==> src/rtl/pfd_pkg.sv <==
package pfd_pkg;
  typedef struct packed {
    logic vcoRise;
    logic refRise;
    logic forceOff;
    logic clrFlag;
  } pfdStrobe_t;
endpackage

==> src/rtl/pfd_ctrl.sv <==
module pfd_ctrl
  import pfd_pkg::*;
(
  input  logic       clk,
  input  logic       rstN,
  input  logic       refIn,
  input  logic       vcoIn,
  input  logic       holdPin,
  input  logic       holdEn,
  input  logic       pllStop,
  input  logic       clrUnlock,
  output pfdStrobe_t stb
);
  logic refPrev, vcoPrev;

  always_ff @(posedge clk or negedge rstN) begin
    if (!rstN) begin
      refPrev <= 1'b0;
      vcoPrev <= 1'b0;
    end else begin
      refPrev <= refIn;
      vcoPrev <= vcoIn;
    end
  end

  always_comb begin
    stb.vcoRise  = vcoIn & ~vcoPrev;
    stb.refRise  = refIn & ~refPrev;
    stb.forceOff = pllStop | (holdEn & ~holdPin);
    stb.clrFlag  = clrUnlock;
  end
endmodule

==> src/rtl/pfd_datapath.sv <==
module pfd_datapath
  import pfd_pkg::*;
#(
  parameter int UNLOCK_WIN = 8,
  parameter int DZ_CYCLES  = 1
) (
  input  logic       clk,
  input  logic       rstN,
  input  pfdStrobe_t stb,
  input  logic [1:0] subMode,
  input  logic       dzEn,
  output logic       mainEn,
  output logic       mainLvl,
  output logic       invEn,
  output logic       invLvl,
  output logic       subEn,
  output logic       subLvl,
  output logic       unlockFlag
);
  localparam int CNT_W = $clog2(UNLOCK_WIN + 1);
  localparam int HALF_WIN = UNLOCK_WIN / 2;
  localparam logic [CNT_W-1:0] WIN_V  = CNT_W'(UNLOCK_WIN);
  localparam logic [CNT_W-1:0] HALF_V = CNT_W'(HALF_WIN);
  localparam logic [CNT_W-1:0] DZ_V   = CNT_W'(DZ_CYCLES);

  logic fastQ, slowQ, flagQ;
  logic [CNT_W-1:0] widthCnt;
  logic fastSet, slowSet, bothSet, fastNext, slowNext;
  logic actNow, actNext, setUnlock, live, dzOk;
  logic [CNT_W-1:0] cntNext;

  always_comb begin
    fastSet  = fastQ | stb.vcoRise;
    slowSet  = slowQ | stb.refRise;
    bothSet  = fastSet & slowSet;
    fastNext = ~stb.forceOff & fastSet & ~bothSet;
    slowNext = ~stb.forceOff & slowSet & ~bothSet;
    actNow   = fastQ | slowQ;
    actNext  = fastNext | slowNext;
    if (!actNext || !actNow) cntNext = '0;
    else if (widthCnt == WIN_V) cntNext = widthCnt;
    else cntNext = widthCnt + 1'b1;
    setUnlock = actNow & (widthCnt >= WIN_V) & ~stb.forceOff;
  end

  always_ff @(posedge clk or negedge rstN) begin
    if (!rstN) begin
      fastQ    <= 1'b0;
      slowQ    <= 1'b0;
      widthCnt <= '0;
      flagQ    <= 1'b0;
    end else begin
      fastQ    <= fastNext;
      slowQ    <= slowNext;
      widthCnt <= cntNext;
      flagQ    <= setUnlock | (flagQ & ~stb.clrFlag);
    end
  end

  always_comb begin
    live    = ~stb.forceOff & actNow;
    dzOk    = ~dzEn | (widthCnt >= DZ_V);
    mainEn  = live & dzOk;
    mainLvl = mainEn & fastQ;
    invEn   = mainEn;
    invLvl  = mainEn & slowQ;
    unique case (subMode)
      2'b00:   subEn = 1'b0;
      2'b01:   subEn = live & (widthCnt >= WIN_V);
      2'b10:   subEn = live & (widthCnt >= HALF_V);
      default: subEn = mainEn;
    endcase
    subLvl     = subEn & fastQ;
    unlockFlag = flagQ;
  end
endmodule

==> src/rtl/tristate_pfd.sv <==
module tristate_pfd
  import pfd_pkg::*;
#(
  parameter int UNLOCK_WIN = 8,
  parameter int DZ_CYCLES  = 1
) (
  input  logic       clk,
  input  logic       rstN,
  input  logic       refIn,
  input  logic       vcoIn,
  input  logic       holdPin,
  input  logic       holdEn,
  input  logic       pllStop,
  input  logic [1:0] subMode,
  input  logic       dzEn,
  input  logic       clrUnlock,
  output logic       mainEn,
  output logic       mainLvl,
  output logic       invEn,
  output logic       invLvl,
  output logic       subEn,
  output logic       subLvl,
  output logic       unlockFlag
);
  pfdStrobe_t stb;

  pfd_ctrl u_ctrl (
    .clk(clk), .rstN(rstN), .refIn(refIn), .vcoIn(vcoIn),
    .holdPin(holdPin), .holdEn(holdEn), .pllStop(pllStop),
    .clrUnlock(clrUnlock), .stb(stb)
  );

  pfd_datapath #(.UNLOCK_WIN(UNLOCK_WIN), .DZ_CYCLES(DZ_CYCLES)) u_dp (
    .clk(clk), .rstN(rstN), .stb(stb), .subMode(subMode), .dzEn(dzEn),
    .mainEn(mainEn), .mainLvl(mainLvl), .invEn(invEn), .invLvl(invLvl),
    .subEn(subEn), .subLvl(subLvl), .unlockFlag(unlockFlag)
  );
endmodule

==> config.mk <==
export PLATFORM = sky130hd
export DESIGN_NAME = tristate_pfd
export DESIGN_NICKNAME = d
export VERILOG_FILES = /design/src/rtl/pfd_pkg.sv /design/src/rtl/pfd_ctrl.sv /design/src/rtl/pfd_datapath.sv /design/src/rtl/tristate_pfd.sv
export SDC_FILE = /design/constraint.sdc
export NUM_CORES = 1
export LEC_CHECK = 0
export BUFFER_PORTS_ARGS = -buffer_cell sky130_fd_sc_hd__buf_2
export CAP_MARGIN = 20
export CORE_ASPECT_RATIO = 1.2
export CORE_UTILIZATION = 32
export DETAILED_ROUTE_END_ITERATION = 16
export HOLD_SLACK_MARGIN = 0.05
export MAX_ROUTING_LAYER = met4
export SYNTH_ARGS = -nofsm -noshare
export SYNTH_HDL_FRONTEND = slang
export SYNTH_HIERARCHICAL = 1
export SYNTH_SLANG_ARGS = --single-unit
==> constraint.sdc <==
create_clock -name clk -period 1.7 [get_ports clk]
set_input_delay 0.085 -clock clk [delete_from_list [all_inputs] [get_ports clk]]
set_output_delay 0.085 -clock clk [all_outputs]
set_load 0.02 [all_outputs]
Word level (Yosys, flattened, before mapping). Index checks and enable logic that the tools add are counted.

Register bits: 9. Bits of input ports: 11.

Reductions and logical operators: 4. Bitwise operators: 32. Multiplexer cells: 3. $lt $le $gt $ge: 3. Equal/unequal tests: 4. Add/subtract/negate cells: 1.

Operators by type and width (number): bitwise AND 1 bit (18); 2-to-1 mux 4 bit (2); inverter 1 bit (7); bitwise OR 1 bit (7); adder 4 x 1 -> 4 bit, second input constant (1); equality test 4 bit, second input constant (1); greater-or-equal comparator 4 x 1 -> 1 bit, second input constant (1); greater-or-equal comparator 4 x 3 -> 1 bit, second input constant (1); greater-or-equal comparator 4 bit, second input constant (1); case mux 1 bit (3 select lines) (1); equality test 2 x 1 -> 1 bit, second input constant (1); equality test 2 bit, second input constant (1); logical NOT 1 bit (2); logical NOT 2 bit (1); != test 2 x 1 -> 1 bit, second input constant (1); logical OR 1 bit (1).

Longest topological paths before layout.
Depth after elaboration: 10. Depth in mapped cells: 6. Gate-level depth less buffers: 5.

Cells and area by module. The synthesis kept the hierarchy.

By module, submodules not included: pfd_datapath (cells an instance 50, seq. area each 175.2 µm², instances 1, area an instance 505.5 µm²); pfd_ctrl (cells an instance 7, seq. area each 50.0 µm², instances 1, area an instance 81.3 µm²).

Least setup slack after synthesis. No wires, ideal clock.

Path kind: reg-to-output. From: reg u_dp.widthCnt[0]. To: out mainEn. Arrival time: 1.681 ns. Slack: -0.066 ns. Stages on the path, launching flop included: 6. Cells stage by stage: dfrtp_1 inv_1 ha_1 and4b_4 nor3_1 buf_4.

Cells in the longest elaborated chain, start to end: 3.

RTL lines: from (decl) (RTL line pfd_datapath.sv:27) `logic [CNT_W-1:0] widthCnt;`; from (signal assigned) (RTL line pfd_datapath.sv:55) `widthCnt <= cntNext;`; greater-or-equal comparator 4 x 1 -> 1 bit (RTL line pfd_datapath.sv:62) `dzOk = ~dzEn | (widthCnt >= DZ_V);`; bitwise OR 1 bit (RTL line pfd_datapath.sv:62); bitwise AND 1 bit (RTL line pfd_datapath.sv:63) `mainEn = live & dzOk;`; to (decl) (RTL line tristate_pfd.sv:17) `output logic mainEn,`.

No other way between the ends.

Worst setup path in the final report.
From: reg u_dp.widthCnt[0]. To: out subEn.

Cells in the longest elaborated chain, start to end: 4. Elaborated cells on any way between the ends: 8. Those cells by class: order compare (3); mux (1); bitwise (4).

RTL lines: greater-or-equal comparator 4 x 1 -> 1 bit (RTL line pfd_datapath.sv:62); bitwise OR 1 bit (RTL line pfd_datapath.sv:62); bitwise AND 1 bit (RTL line pfd_datapath.sv:63); case mux 1 bit (3 select lines) * (RTL line pfd_datapath.sv:67) `unique case (subMode)`; to (decl) (RTL line tristate_pfd.sv:21) `output logic subEn,`.

Mark *: on every way between the ends. The rest lies on a longest branch, timed or not.

==> impl_metrics.ini <==
[sta]
rsz0062_at_grt = yes
max-slew-margin-rel = 0.696
fin_crit_ns = 1.68
worst_pin_slew_ns = 0.454
setup_viol = 0
fmax_mhz = 596
min_period_over_period = 0.986
hold_viol_final = 0
clock_skew_ns = 0.00247
maxSlewViolCount = 0

[clocking]
clock_latency_ns = 0.26
clk_pin_slew_ns = 0.06
cts_tree = built
cts_buffer_depth = 2
cts_buffers = 3
htree_levels = 1
root_buffer = clkbuf_4
cts_sinks = 9

[worst_setup_path]
end_kind = output port
crit_fanout = 4
crit_family = flip-flops
path_class = reg -> out
crit_chain = inv_1 > ha_2 > and4b_4 > a2111oi_4 > buf_4
cpMaxStageDelayCell = dfrtp_2
cp.arrival_ns = 1.59
critPathMaxStageDelay_ns = 0.41
cp-start-kind = flop
cp_num_buf_inv = 2
crit_required_ns = 1.62

[pwr]
peakVddDrop_uv = 358
leakage_nw = 0.373
power_density_mw_per_mm2 = 569

[grt]
grt.total_usage = 0.143
antenna_found_initial = 0
grt_pass1_wl_um = 1860
grt_max_degree = 10
grt_remaining_overflow = 0
first_global_vias = 485

[cells_and_area]
n_fill_cell = 150
regArea_um2 = 226
final_util = 0.492
finalNetCount = 100
syn2layout_area_growth_pct = 40.9
layout-drive-gt1-share = 0.410
num_antenna_cells = 0
finalInstanceArea_um2 = 827
multi_input_area_um2 = 349

[logic_synthesis]
yosysWarnings = 6
synth_top_area_frac = 0.384
yosys.cell_types.count = 24
synth_area_leader_cell = dfrtp_1
synth.most_common_cell = dfrtp_1
synth_area_um2 = 587
syn_nets = 73
synthTopCellsByArea = dfrtp_1, ha_1, a2111oi_4
syn_inst = 57
ys_seq_area_frac = 0.384
ys_ff_latch = 9
synthTopCellsByCount = dfrtp_1, inv_1, nor2_1
ys.flop_type = dfrtp_1
synth_edf_count = 0
syn_area_per_cell_um2 = 10.3
async_flop_share = 1.00

[placed_design]
gp_congestion = 0.707
dpl.hpwl_um = 780
portBuffers = 17
dpl_cell_area_um2 = 679

[floorplanning]
rows = 16
die_area_mm2 = 0.00201
core_area_mm2 = 0.00168
num_io_pins = 18
start_util = 0.349
die_w_um = 41.1
die_y_um = 48.9

[run]
maxCapViolations = 0

[route]
drt.antenna.violating_nets = 0
routedWlPerCell_um = 11.4
routed_wl_um = 1150
first_iter_violations = 6
vias = 476
detail_route.first_pass.iterations = 4
avgViaCountPerCell = 4.71
remaining_drc_errors = 0

[run_status]
status = complete, no violations

[min_path]
holdCritPathClass = in -> async
power by group:
group | switching, mW | internal [mW] | total (mW) | leakage (nW)
clock | 0.0703 | 0.0902 | 0.160 | 0.0150
combinational | 0.0441 | 0.0419 | 0.0860 | 0.239
sequential | 0.00459 | 0.220 | 0.224 | 0.119
total | 0.119 | 0.352 | 0.471 | 0.373
layout make-up:
| cell class | count | area share |
|---|---|---|
| clock buffer | 4 | 0.0318 |
| inverter | 7 | 0.0318 |
| multi-input combinational | 38 | 0.422 |
| sequential | 9 | 0.274 |
| tap | 18 | 0.0272 |
| timing repair buffer | 25 | 0.213 |
metrics by stage:
stage | hold WS (ns) | power (mW) | std cells | setup TNS (ns) | setup WS [ns]
floorplan | -0.211 | 0.273 | 57 | 0 | 0.162
finish | 0.214 | 0.471 | 101 | 0 | 0.0232
detailed placement | -0.0500 | 0.295 | 89 | 0 | 0.152
CTS | 0.201 | 0.474 | 101 | 0 | 0.000557
global placement | -0.0505 | 0.293 | 89 | 0 | 0.187
global route | 0.230 | 0.510 | 101 | -0.169 | -0.0646
cell usage in the layout, fill, tap and decap left out, types with 2 or more instances in the layout:
cell and count:
buf_6 3, buf_2 13, a2111oi_4 2, ha_1 3, nor3b_1 3, a21oi_1 2
xnor2_1 2, buf_4 5, inv_1 6, dfrtp_1 8, nand3b_1 2, dlygate4sd3_1 4
nor2b_1 2, clkbuf_4 3, nor2_1 6
per-layer routing:
layer  vias up  global-route usage  routed length (um)  part of all wire
met2        12               0.227                 633              0.55
met5         -                   -                   0                 0
met1       220               0.150                 476              0.41
met3         0              0.0274                  37             0.032
li1        244                   -                   -                 -
met4         0              0.0968                   0                 0
worst paths after layout:
path,from,end,slack (ns),depth (start not counted)
max reg2reg,u_dp/widthCnt[0],u_dp/widthCnt[1],0.39,6
min in group clk,pllStop,u_dp/slowQ,0.37,3
max,u_dp/widthCnt[0],subEn,0.02,5
min reg2reg,u_dp/slowQ,u_dp/fastQ,0.53,1
min,rstN,u_dp/fastQ,0.21,2
max in group asynchronous,rstN,u_dp/widthCnt[0],1.29,2
cells by family (layout without fill, tap and decap cells):
kind of cell	Yosys count	after routing	synth area share
compound gates	9	9	0.177
xor+xnor	2	2	0.0299
fa+ha+maj	5	5	0.107
buf+inv	10	36	0.0789
flops	9	9	0.384
mux	1	1	0.0171
simple gates	21	21	0.207
flip-flops by register name, indices dropped and copies added (netlist names):
| name | flops |
|---|---|
| u_dp/fastQ | 1 |
| u_ctrl/refPrev | 1 |
| u_dp/slowQ | 1 |
| u_dp/widthCnt | 4 |
| u_ctrl/vcoPrev | 1 |
| u_dp/unlockFlag | 1 |
what timing repair did:
action / in CTS / in global routing
hold buffers: 4 / 0
cloned: 0 / 0
pin swaps: 4 / 3
endpoints found under the hold margin: 12 / 0
setup endpoints to repair: 2 / 5
gates resized for setup: 4 / 11
buffers inserted: 4 / 0
(Power assumes the default switching activity.)
